[src/rtl/rxd_pkg.sv]
package rxd_pkg;
    typedef enum logic [1:0] {
        WAIT_HDR  = 2'd0,
        WAIT_TAG  = 2'd1,
        WAIT_BODY = 2'd2
    } rxd_state_e;
endpackage

[src/rtl/rxd_fifo.sv]
module rxd_fifo #(
    parameter int W     = 32,
    parameter int DEPTH = 24,
    localparam int AW   = (DEPTH > 1) ? $clog2(DEPTH) : 1,
    localparam int CW   = $clog2(DEPTH + 1)
) (
    input  logic          clk,
    input  logic          rst_n,
    input  logic          push,
    input  logic [W-1:0]  wr_data,
    input  logic          pop,
    output logic [W-1:0]  rd_data,
    output logic [CW-1:0] count
);
    logic [W-1:0]  mem [DEPTH];
    logic [AW-1:0] wp, rp;

    function automatic logic [AW-1:0] bump(input logic [AW-1:0] p);
        return (p == AW'(DEPTH - 1)) ? '0 : p + 1'b1;
    endfunction

    always_ff @(posedge clk) begin
        if (push) mem[wp] <= wr_data;
    end

    always_ff @(posedge clk or negedge rst_n) begin
        if (!rst_n) begin
            wp    <= '0;
            rp    <= '0;
            count <= '0;
        end else begin
            if (push) wp <= bump(wp);
            if (pop)  rp <= bump(rp);
            unique case ({push, pop})
                2'b10:   count <= count + 1'b1;
                2'b01:   count <= count - 1'b1;
                default: count <= count;
            endcase
        end
    end

    assign rd_data = mem[rp];

    // space is reserved per packet, so a push never meets a full queue
    a_r6_no_overflow: assert property (@(posedge clk) disable iff (!rst_n)
        push |-> (count < CW'(DEPTH)) || pop);
    // pops are gated by the top, never reaching an empty queue
    a_r7_no_underflow: assert property (@(posedge clk) disable iff (!rst_n)
        pop |-> count != '0);
endmodule

[src/rtl/rxd_tag_match.sv]
module rxd_tag_match #(
    parameter int W  = 32,
    parameter int NQ = 4,
    localparam int SW = $clog2(NQ + 1)
) (
    input  logic [W-1:0]  tag,
    input  logic [NQ-1:0] en,
    input  logic [W-1:0]  match_tag [NQ],
    output logic          hit,
    output logic [SW-1:0] sel
);
    always_comb begin
        hit = 1'b0;
        sel = SW'(NQ);
        for (int i = NQ - 1; i >= 0; i--) begin
            if (en[i] && (match_tag[i] == tag)) begin
                hit = 1'b1;
                sel = SW'(i);
            end
        end
    end
endmodule

[src/rtl/rx_tag_demux.sv]
module rx_tag_demux
    import rxd_pkg::*;
#(
    parameter int W        = 32,
    parameter int NQ       = 4,
    parameter int DQ_DEPTH = 24,
    parameter int CA_DEPTH = 32,
    parameter int LEN_LSB  = 0,
    parameter int LEN_W    = 8,
    localparam int NT      = NQ + 1,
    localparam int SW      = $clog2(NT),
    localparam int CFW     = (NQ > 1) ? $clog2(NQ) : 1,
    localparam int MAXD    = (DQ_DEPTH > CA_DEPTH) ? DQ_DEPTH : CA_DEPTH,
    localparam int CW      = $clog2(MAXD + 1)
) (
    input  logic           clk,
    input  logic           rst_n,
    input  logic           in_valid,
    input  logic [W-1:0]   in_data,
    output logic           in_ready,
    input  logic           cfg_we,
    input  logic [CFW-1:0] cfg_sel,
    input  logic           cfg_en,
    input  logic [W-1:0]   cfg_tag,
    input  logic [SW-1:0]  pop_sel,
    input  logic           pop_req,
    output logic           pop_valid,
    output logic [W-1:0]   pop_data,
    output logic [NT-1:0]  q_nonempty,
    output logic           irq
);
    rxd_state_e       state, state_nx;
    logic [LEN_W-1:0] rem, rem_nx;
    logic [SW-1:0]    tgt, tgt_nx;

    logic [NQ-1:0]    en_r;
    logic [W-1:0]     tag_r [NQ];

    logic             hit;
    logic [SW-1:0]    msel;
    logic [NT-1:0]    push_v, pop_v;
    logic [W-1:0]     rdata [NT];
    logic [CW-1:0]    cnt  [NT];
    logic [CW-1:0]    free [NT];
    logic [LEN_W-1:0] hdr_len;

    assign hdr_len = in_data[LEN_LSB +: LEN_W];

    // match registers
    always_ff @(posedge clk or negedge rst_n) begin
        if (!rst_n) begin
            en_r <= '0;
            for (int i = 0; i < NQ; i++) tag_r[i] <= '0;
        end else if (cfg_we) begin
            en_r[cfg_sel]  <= cfg_en;
            tag_r[cfg_sel] <= cfg_tag;
        end
    end

    rxd_tag_match #(.W(W), .NQ(NQ)) u_match (
        .tag(in_data), .en(en_r), .match_tag(tag_r), .hit(hit), .sel(msel)
    );

    // queue storage: dedicated queues and one catch-all
    for (genvar g = 0; g < NT; g++) begin : g_q
        localparam int D  = (g == NQ) ? CA_DEPTH : DQ_DEPTH;
        localparam int QC = $clog2(D + 1);
        logic [QC-1:0] c;
        rxd_fifo #(.W(W), .DEPTH(D)) u_fifo (
            .clk(clk), .rst_n(rst_n), .push(push_v[g]), .wr_data(in_data),
            .pop(pop_v[g]), .rd_data(rdata[g]), .count(c)
        );
        assign cnt[g]        = CW'(c);
        assign free[g]       = CW'(D) - CW'(c);
        assign q_nonempty[g] = (c != '0);
        assign pop_v[g]      = pop_req && (pop_sel == SW'(g)) && (c != '0);
    end

    assign pop_valid = (32'(pop_sel) < NT) ? q_nonempty[pop_sel] : 1'b0;
    assign pop_data  = (32'(pop_sel) < NT) ? rdata[pop_sel] : '0;
    assign irq       = q_nonempty[NQ];

    // state register
    always_ff @(posedge clk or negedge rst_n) begin
        if (!rst_n) begin
            state <= WAIT_HDR;
            rem   <= '0;
            tgt   <= '0;
        end else begin
            state <= state_nx;
            rem   <= rem_nx;
            tgt   <= tgt_nx;
        end
    end

    // next state and outputs
    always_comb begin
        state_nx = state;
        rem_nx   = rem;
        tgt_nx   = tgt;
        in_ready = 1'b0;
        push_v   = '0;
        unique case (state)
            WAIT_HDR: begin
                in_ready = 1'b1;
                if (in_valid && hdr_len != '0) begin
                    rem_nx   = hdr_len;
                    state_nx = WAIT_TAG;
                end
            end
            WAIT_TAG: begin
                in_ready = (32'(free[msel]) >= 32'(rem));
                if (in_valid && in_ready) begin
                    push_v[msel] = 1'b1;
                    tgt_nx       = msel;
                    rem_nx       = rem - 1'b1;
                    state_nx     = (rem == LEN_W'(1)) ? WAIT_HDR : WAIT_BODY;
                end
            end
            WAIT_BODY: begin
                in_ready = 1'b1;
                if (in_valid) begin
                    push_v[tgt] = 1'b1;
                    rem_nx      = rem - 1'b1;
                    if (rem == LEN_W'(1)) state_nx = WAIT_HDR;
                end
            end
            default: state_nx = WAIT_HDR;
        endcase
    end

    // a reserved packet body always finds room in its queue
    a_r6_body_has_room: assert property (@(posedge clk) disable iff (!rst_n)
        state == WAIT_BODY |-> free[tgt] != '0);
    // a dedicated hit always points at an enabled queue
    a_r4_hit_enabled: assert property (@(posedge clk) disable iff (!rst_n)
        (state == WAIT_TAG && in_valid && in_ready && hit) |-> en_r[msel[CFW-1:0]]);
    // a stored miss raises the interrupt on the next cycle
    a_r5_irq_on_miss: assert property (@(posedge clk) disable iff (!rst_n)
        (state == WAIT_TAG && in_valid && in_ready && !hit) |=> irq);
    // a zero-length header leaves the controller waiting for a header
    a_r9_zero_len: assert property (@(posedge clk) disable iff (!rst_n)
        (state == WAIT_HDR && in_valid && hdr_len == '0) |=> state == WAIT_HDR);
endmodule

[config.mk]
export PLATFORM = sky130hd
export DESIGN_NAME = rx_tag_demux
export DESIGN_NICKNAME = d
export VERILOG_FILES = /design/src/rtl/rxd_pkg.sv /design/src/rtl/rxd_fifo.sv /design/src/rtl/rxd_tag_match.sv /design/src/rtl/rx_tag_demux.sv
export SDC_FILE = /design/constraint.sdc
export NUM_CORES = 2
export LEC_CHECK = 0
export BUFFER_PORTS_ARGS = -buffer_cell sky130_fd_sc_hd__buf_2
export CAP_MARGIN = 5
export CORE_ASPECT_RATIO = 1.25
export CORE_UTILIZATION = 50
export DETAILED_ROUTE_END_ITERATION = 10
export PLACE_DENSITY = 0.65
export SLEW_MARGIN = 20
export SYNTH_ARGS = -nofsm -noshare
export SYNTH_HDL_FRONTEND = slang
export SYNTH_SLANG_ARGS = --single-unit
export TNS_END_PERCENT = 10
[constraint.sdc]
create_clock -name clk -period 14.28 [get_ports clk]
set_clock_uncertainty 0.2 [all_clocks]
set_input_delay 0.714 -clock clk [delete_from_list [all_inputs] [get_ports clk]]
set_output_delay 0.714 -clock clk [all_outputs]
set_load 0.03 [all_outputs]
Word level (Yosys, flattened, before mapping)
Memories as Yosys holds them, arrays and structs flattened.
Cells that the tools add are included.
- $add $sub $neg: 26
- magnitude comparators: 13
- eq/ne operators: 35
- muxes and demuxes: 63
- bitwise gates (word level): 3
- reduce and logical (&&, ||, !) cells: 38
- operator list (cell ; number):
    128-bit bitwise mux ; 1
    32-bit == test ; 4
    32-bit 2-to-1 mux ; 4
    32-bit binary-select mux with 3-bit select ; 1
    5-bit by 1-bit adder with 5-bit output, second input constant ; 14
    32-bit demux with 2-bit select ; 1
    5-bit 2-to-1 mux ; 12
    5-bit == test, second input constant ; 10
    5-bit one-hot mux with 2 select lines ; 5
    8-bit 2-to-1 mux ; 3
    8-bit one-hot mux with 3 select lines ; 1
    5-bit by 5-bit subtractor with 6-bit output, first input constant ; 4
    1-bit logical AND ; 20
    5-bit nonzero test ; 4
    5-bit by 1-bit subtractor with 5-bit output, second input constant ; 4
    6-bit binary-select mux with 3-bit select ; 1
    1-bit 2-to-1 mux ; 15
    2-bit by 1-bit == test with 1-bit output, second input constant ; 6
    2-bit == test, second input constant ; 6
    3-bit by 4-bit < comparator with 1-bit output, second input constant ; 3
    3-bit 2-to-1 mux ; 4
    6-bit 2-to-1 mux ; 2
    6-bit one-hot mux with 2 select lines ; 1
    2-bit 2-to-1 mux ; 5
    34 further kinds ; 47
- register bits: 221
- memory bits (writable): 4096
- logic and storage cells: 206
- memories kept: 5
- memory list (name ; depth ; bits a word ; read ports ; clocked after Yosys merged registers in ; wr ports ; line ; text):
    g_q[4].u_fifo.mem ; 32 ; 32 ; 1 ; 0 ; 1 ; rxd_fifo.sv:15 ; logic [W-1:0] mem [DEPTH];
    g_q[0].u_fifo.mem ; 24 ; 32 ; 1 ; 0 ; 1 ; rxd_fifo.sv:15 ;
    g_q[1].u_fifo.mem ; 24 ; 32 ; 1 ; 0 ; 1 ; rxd_fifo.sv:15 ;
    g_q[2].u_fifo.mem ; 24 ; 32 ; 1 ; 0 ; 1 ; rxd_fifo.sv:15 ;
    g_q[3].u_fifo.mem ; 24 ; 32 ; 1 ; 0 ; 1 ; rxd_fifo.sv:15 ;

Longest topological paths before layout
- depth after elaboration: 16
- gate-level depth with buffers: 28

By module
A second synthesis with hierarchy kept.
- cells, all modules: 8945
- area total of the unflattened synthesis: 171741.0 µm²
- modules (own cells, without submodules) (module ; times used ; cells an instance ; area each (µm²) ; seq. area each (µm²)):
    rxd_fifo (g_q[1].u_fifo ...) ; 2 ; 1572 ; 30689.4 ; 23437.5
    rxd_fifo (g_q[4].u_fifo) ; 1 ; 1824 ; 39969.6 ; 31149.9
    rxd_fifo (g_q[3].u_fifo) ; 1 ; 1578 ; 30513.0 ; 23437.5
    rxd_fifo (g_q[0].u_fifo) ; 1 ; 1561 ; 30496.7 ; 23437.5
    rx_tag_demux ; 1 ; 652 ; 7921.3 ; 3628.5
    rxd_tag_match ; 1 ; 186 ; 1461.4 ; 0.0

Least setup slack after synthesis
OpenSTA, ideal clock, no wires.
- path kind: input -> register
- from: in in_data[1]
- to: mem g_q[1].u_fifo.mem[12][0] (enable)
- library setup time: 421 ps
- arrival time: 5763 ps
- data required time: 13659 ps
- slack: 7896 ps
- cell stages on the path: 19
- path buffers: 2
- cells stage by stage: buf_2 -> xor2_1 -> nor4_1 -> nand4_1 -> or4_4 -> nand2b_1 -> o221a_2 -> a211oi_1 -> a31oi_1 -> ha_1 -> nand2b_1 -> a31oi_1 -> a2bb2oi_1 -> nand3b_1 -> or3_1 -> a21oi_1 -> buf_2 -> nand2_1 -> nor2_1
- longest elaborated chain between the ends: 16
- elaborated cells on any way between the ends: 27
- those cells by class: order compare: 3; eq/ne: 4; mux: 13; bitwise: 1; reduce/logical: 6
- RTL lines (what ; line ; text):
    start, declared ; rx_tag_demux.sv:19 ; input logic [W-1:0] in_data,
    32-bit == test ; rxd_tag_match.sv:16 ; if (en[i] && (match_tag[i] == tag)) begin
    1-bit logical AND ; rxd_tag_match.sv:16 ;
    3-bit 2-to-1 mux (3 in series) ; rxd_tag_match.sv:16 ;
    3-bit 2-to-1 mux * ; rxd_tag_match.sv:16 ;
    3-bit NOT with 4-bit output (not written as such) ; rx_tag_demux.sv:112 ; in_ready = (32'(free[msel]) >= 32'(rem));
    6-bit binary-select mux with 3-bit select ; rx_tag_demux.sv:112 ;
    6-bit 2-to-1 mux (not written as such) (2 in series) ; rx_tag_demux.sv:112 ;
    6-bit by 8-bit greater-or-equal comparator with 1-bit output ; rx_tag_demux.sv:112 ;
    1-bit logical AND ; rx_tag_demux.sv:113 ; if (in_valid && in_ready) begin
    5-bit 2-to-1 mux * ; rx_tag_demux.sv:113 ;
    5-bit one-hot mux with 2 select lines * ; rx_tag_demux.sv:103 ; unique case (state)
    1-bit 2-to-1 mux * ; rxd_fifo.sv:23 ; if (push) mem[wp] <= wr_data;
    1-bit 2-to-1 mux (not written as such) * ; rxd_fifo.sv:23 ;
    end, declared ; rxd_fifo.sv:15 ;
Every way passes the cells marked *; elsewhere a longest branch is shown, timed or not. The select of a mux whose other input is x is not followed.

Worst setup path in the final report
- from: in in_data[18]
- to: mem g_q[4].u_fifo.mem[24][11] (enable)
- longest elaborated chain between the ends: 16
- elaborated cells on any way between the ends: 27
- those cells by class: order compare: 3; eq/ne: 4; mux: 13; bitwise: 1; reduce/logical: 6
- RTL lines (what ; line):
    32-bit == test ; rxd_tag_match.sv:16
    1-bit logical AND ; rxd_tag_match.sv:16
    3-bit 2-to-1 mux (3 in series) ; rxd_tag_match.sv:16
    3-bit 2-to-1 mux * ; rxd_tag_match.sv:16
    3-bit NOT with 4-bit output (not written as such) ; rx_tag_demux.sv:112
    6-bit binary-select mux with 3-bit select ; rx_tag_demux.sv:112
    6-bit 2-to-1 mux (not written as such) (2 in series) ; rx_tag_demux.sv:112
    6-bit by 8-bit greater-or-equal comparator with 1-bit output ; rx_tag_demux.sv:112
    1-bit logical AND ; rx_tag_demux.sv:113
    5-bit 2-to-1 mux * ; rx_tag_demux.sv:113
    5-bit one-hot mux with 2 select lines * ; rx_tag_demux.sv:103
    1-bit 2-to-1 mux * ; rxd_fifo.sv:23
    1-bit 2-to-1 mux (not written as such) * ; rxd_fifo.sv:23
    end, declared ; rxd_fifo.sv:15
Marks and branches as above.

==> results_dict.tcl <==
set metrics [dict create \
    tightestPinTransition_ns 1.17 \
    post-route-min-period_ns 8.32 \
    filler_cell_count 24100 \
    depth_of_the_worst_register_to_register_path 16 \
    internal_power_mw 23.5 \
    crit_required_ns 14.62 \
    initial_util_pct 50.2 \
    place_ws_ns 5.27 \
    criticalPathCategory "in -> reg" \
    postSynth.topFlopCell "edfxtp_1" \
    min_period_over_period_pct 58.2 \
    num_io_pins 115 \
    worst_ir_drop_vdd_v 0.000157 \
    switching_share_pct 28.7 \
    busiest_layer_in_global_routing "met2" \
    syn_area_um2 169000 \
    clkSlewWorstSetupHoldPaths_ns 0.06 \
    yosysUniqueCellTypes 58 \
    die_y_um 652 \
    flow.area_growth_from_synthesis_pct 12.4 \
    synthesis.instances 7532 \
    overall_routing_resource_usage_pct 25.6 \
    timing_max_transition_violations_final 0 \
    relSlewSlack_pct 20.9 \
    design.die.area_um2 340000 \
    final_cell_mix "edfxtp_1, mux4_2, clkbuf_16, mux2_2, o21ai_0" \
    number_of_optimization_iterations_in_the_first_detailed_route_pass 6 \
    synth_top_family_by_area "multiplexers" \
    clock_latency_of_the_later_clocked_register_in_the_worst_skew_pair_ns 0.95 \
    outcome "finished clean" \
    cp_cell_sequence "dlygate4sd3_1 -> buf_4 -> buf_4 -> xor2_1 -> nor4_1 -> nand3_1 -> nand4_1 -> inv_1 -> a221o_1 -> nor2_1 -> ha_1 -> a21o_1 -> a31oi_1 -> a2bb2oi_1 -> nand3b_1 -> o21ai_1 -> nand3_1 -> nor2_4" \
    via_count_of_the_first_global_routing_pass 79800 \
    setup_viol 0 \
    design.final.nets 8028 \
    power_switching_mw 9.43 \
    drt_iter0_markers 10500 \
    cell_class_contributing_the_biggest_share_of_worst_path_delay "simple AND/OR/NAND/NOR gates" \
    crit_fanout 57 \
    hold-path-cell-count 2 \
    rr_endpoint "g_q[4].u_fifo.mem[24][11]$_DFFE_PP_" \
    fin_setup_tns_ns 0 \
    setup_slack_of_the_critical_path_after_layout_ns 5.96 \
    number_of_max_capacitance_violations_reported 0 \
    pwr-share-comb_pct 23.8 \
    io_buffer_count 114 \
    post_drt_via_cell_ratio 6.30 \
    total_cts_buffers 405 \
    fmax_mhz 120 \
    dr_total_vias 79700 \
    ctsLongestPathBuffers 4 \
    met1_track_demand_over_resource_pct 36.1 \
    cellLeakagePower_nw 58.9 \
    holdBufCountCts 36 \
    grt_pass1_wl_um 612000 \
    synth-compound-area-share_pct 1.49 \
    worst_setup_path_endpoint "g_q[4].u_fifo.mem[24][11]$_DFFE_PP_" \
    x_dimension_of_the_die_um 522 \
    max_stage_delay_ns 1.16 \
    worst_path_max_delay_cell "nor2_4" \
    antenna_found_initial 53 \
    gp_congestion 0.901 \
    globalRoute.totalOverflow 0 \
    dpl.hpwl_um 269000 \
    drtAntennaViolNets 0 \
    timing_startpoint_of_the_critical_path "in_data[18]" \
    synth_nets 7677 \
    most_common_cell_after_layout_fill_and_taps_aside "edfxtp_1" \
    tritoncts_clock_tree "done" \
    post_cts_buffers 0 \
    drive_above_1_share_pct 30.2 \
    r2r_setup_slk_ns 6.93 \
    postRouteWirelength_um 433000 \
    fin_hold_ws_ns 0.0668 \
    synth_simple_gate_area_share_pct 1.43 \
    mean_post_synth_cell_area_um2 22.4 \
    ys_ff_latch 4317 \
    synth_seq_area_share_pct 76.1 \
    globalRouteMet2Util_pct 40.6 \
    synth_adder_area_share_pct 0.541 \
    grt_max_degree 145 \
    area_of_the_core_um2 336000 \
    synth_warnings 0 \
    worstPathBufferInverterCount 4 \
    worstPathArrival_ns 8.65 \
    clockPowerShare_pct 32.1 \
    start_kind "input port" \
    endpoint_kind "flip-flop" \
    synth.mux.area_fraction_pct 18.4 \
    wl_per_cell_um 34.2 \
    power.sequential.fraction_pct 44.1 \
    ctsRootBufferMaster "clkbuf_16" \
    cts_max_level 5 \
    worst_hold_path_type "in -> reg" \
    clock-sinks 4317 \
    cts.repair.resized 0 \
    grt_setup_unrepaired "false" \
    drc_markers 0 \
    power_per_cell_area_nw_per_um2 173 \
    floorplan.rows 238 \
    synth_xor_xnor_area_share_pct 0.923 \
    async_flop_share_pct 5.12 \
    cp.depth 18 \
    worstReg2RegStart "tag_r[111]$_DFFE_PN0P_" \
    global_route.usage.met3_pct 4.34 \
    hold_violations 0 \
    synth-edff-count 4096 \
]
cell families after synthesis:
family                     Yosys count
AOI/OAI and AO/OA                  411
buffers and inverters              463
and+or+nand+nor                    501
xor gates and xnor gates           178
adders and majority gates           70
muxes                             1592
DFF                               4317
registers in the layout, indices dropped and copies added (netlist names):
register / cells
g_q.u_fifo.mem: 4096
tag_r: 128
g_q.u_fifo.count: 26
g_q.u_fifo.rp: 25
g_q.u_fifo.wp: 25
rem: 8
en_r: 4
tgt: 3
state: 2
power by group through the flow:
stage | clock network, mW | logic, mW | registers, mW
final | 10.6 | 7.83 | 14.5
after global placement | 0 | 7.82 | 14.8
after detailed placement | 0 | 7.87 | 14.8
after global routing | 11.2 | 8.18 | 14.5
after CTS | 10.7 | 7.91 | 14.5
after floorplan | 0 | 5.25 | 14.4
synthesized netlist by cell type (all sizes together) (2+ instances only):
library cell	number	area, um^2
edfxtp	4096	123000
mux4	1185	26700
mux2	240	2700
o21ai	223	1130
clkbuf	222	833
dfrtp	221	5530
buf	180	876
mux2i	167	1670
nor2	144	541
nand2	143	544
xor2	91	797
xnor2	87	762
ha	65	813
inv	61	229
a21oi	59	295
nand3	42	210
and3	30	188
nand4	29	181
a221o	26	260
nor3	26	130
o31a	25	219
nand2b	21	131
nor4	19	119
o22ai	18	113
a21o	16	120
nand3b	10	75.1
a211oi	9	67.6
nor3b	8	60.1
or3	8	50.1
a221oi	7	61.3
o41a	7	78.8
or3b	6	52.6
fa	5	100
nand4b	5	58.8
a31oi	4	25.0
o2bb2ai	4	35.0
and3b	3	26.3
nor2b	3	18.8
o221ai	3	26.3
and2	2	12.5
o211ai	2	15.0
o21bai	2	15.0
how the worst min path moves through the flow:
stage | startpoint | endpoint | slack [ns]
finish | cfg_tag[2] | tag_r[66]$_DFFE_PN0P_ | 0.07
global route | in_data[14] | g_q[2].u_fifo.mem[14][14]$_DFFE_PP_ | 0.03
CTS | cfg_tag[2] | tag_r[34]$_DFFE_PN0P_ | 0.0001
detailed placement | g_q[4].u_fifo.rp[4]$_DFFE_PN0P_ | g_q[4].u_fifo.rp[4]$_DFFE_PN0P_ | 0.30
global placement | g_q[4].u_fifo.rp[4]$_DFFE_PN0P_ | g_q[4].u_fifo.rp[4]$_DFFE_PN0P_ | 0.29
floorplan | rst_n | en_r[0]$_DFFE_PN0P_ | 0.22
through the flow:
step | power [mW] | util (%) | std cells | area (um^2)
detailed placement | 22.7 | 52.3 | 11900 | 176000
global placement | 22.6 | 52.2 | 11800 | 176000
global route | 33.9 | 56.5 | 12600 | 190000
CTS | 33.1 | 56.3 | 12600 | 189000
floorplan | 19.6 | - | 7532 | 169000
finish | 32.9 | 56.5 | 12700 | 190000
final cells by class:
cell class              instances  area (um^2)  share of cell area, %
diodes                         20         50.0                 0.0264
well taps                    4440         5560                   2.93
clock buffers                 511        10900                   5.74
clock inverters               213         1940                   1.02
repair buffers                346         3320                   1.75
inverters                      61          229                  0.121
multi-input cells            2752        39300                   20.7
flip-flops and latches       4317       129000                   67.7
worst register-to-register path, stage by stage (launching register included):
cell,delay (ns)
dfrtp_1,0.40
xnor2_1,0.14
nand4_1,0.12
nor4_1,0.67
nand3_1,0.47
nand4_1,0.42
inv_1,0.11
a221o_1,0.36
nor2_1,0.10
ha_1,0.15
a21o_1,0.11
a31oi_1,0.05
a2bb2oi_1,0.19
nand3b_1,0.41
o21ai_1,0.89
nand3_1,0.95
nor2_4,1.17
per-layer routing:
| metal | up-vias | routed length [um] |
|---|---|---|
| li1 | 32400 | - |
| met1 | 43100 | 169000 |
| met2 | 3584 | 210000 |
| met3 | 661 | 36200 |
| met4 | 6 | 18200 |
| met5 | - | 41 |
Power figures use the tool's default switching activity.
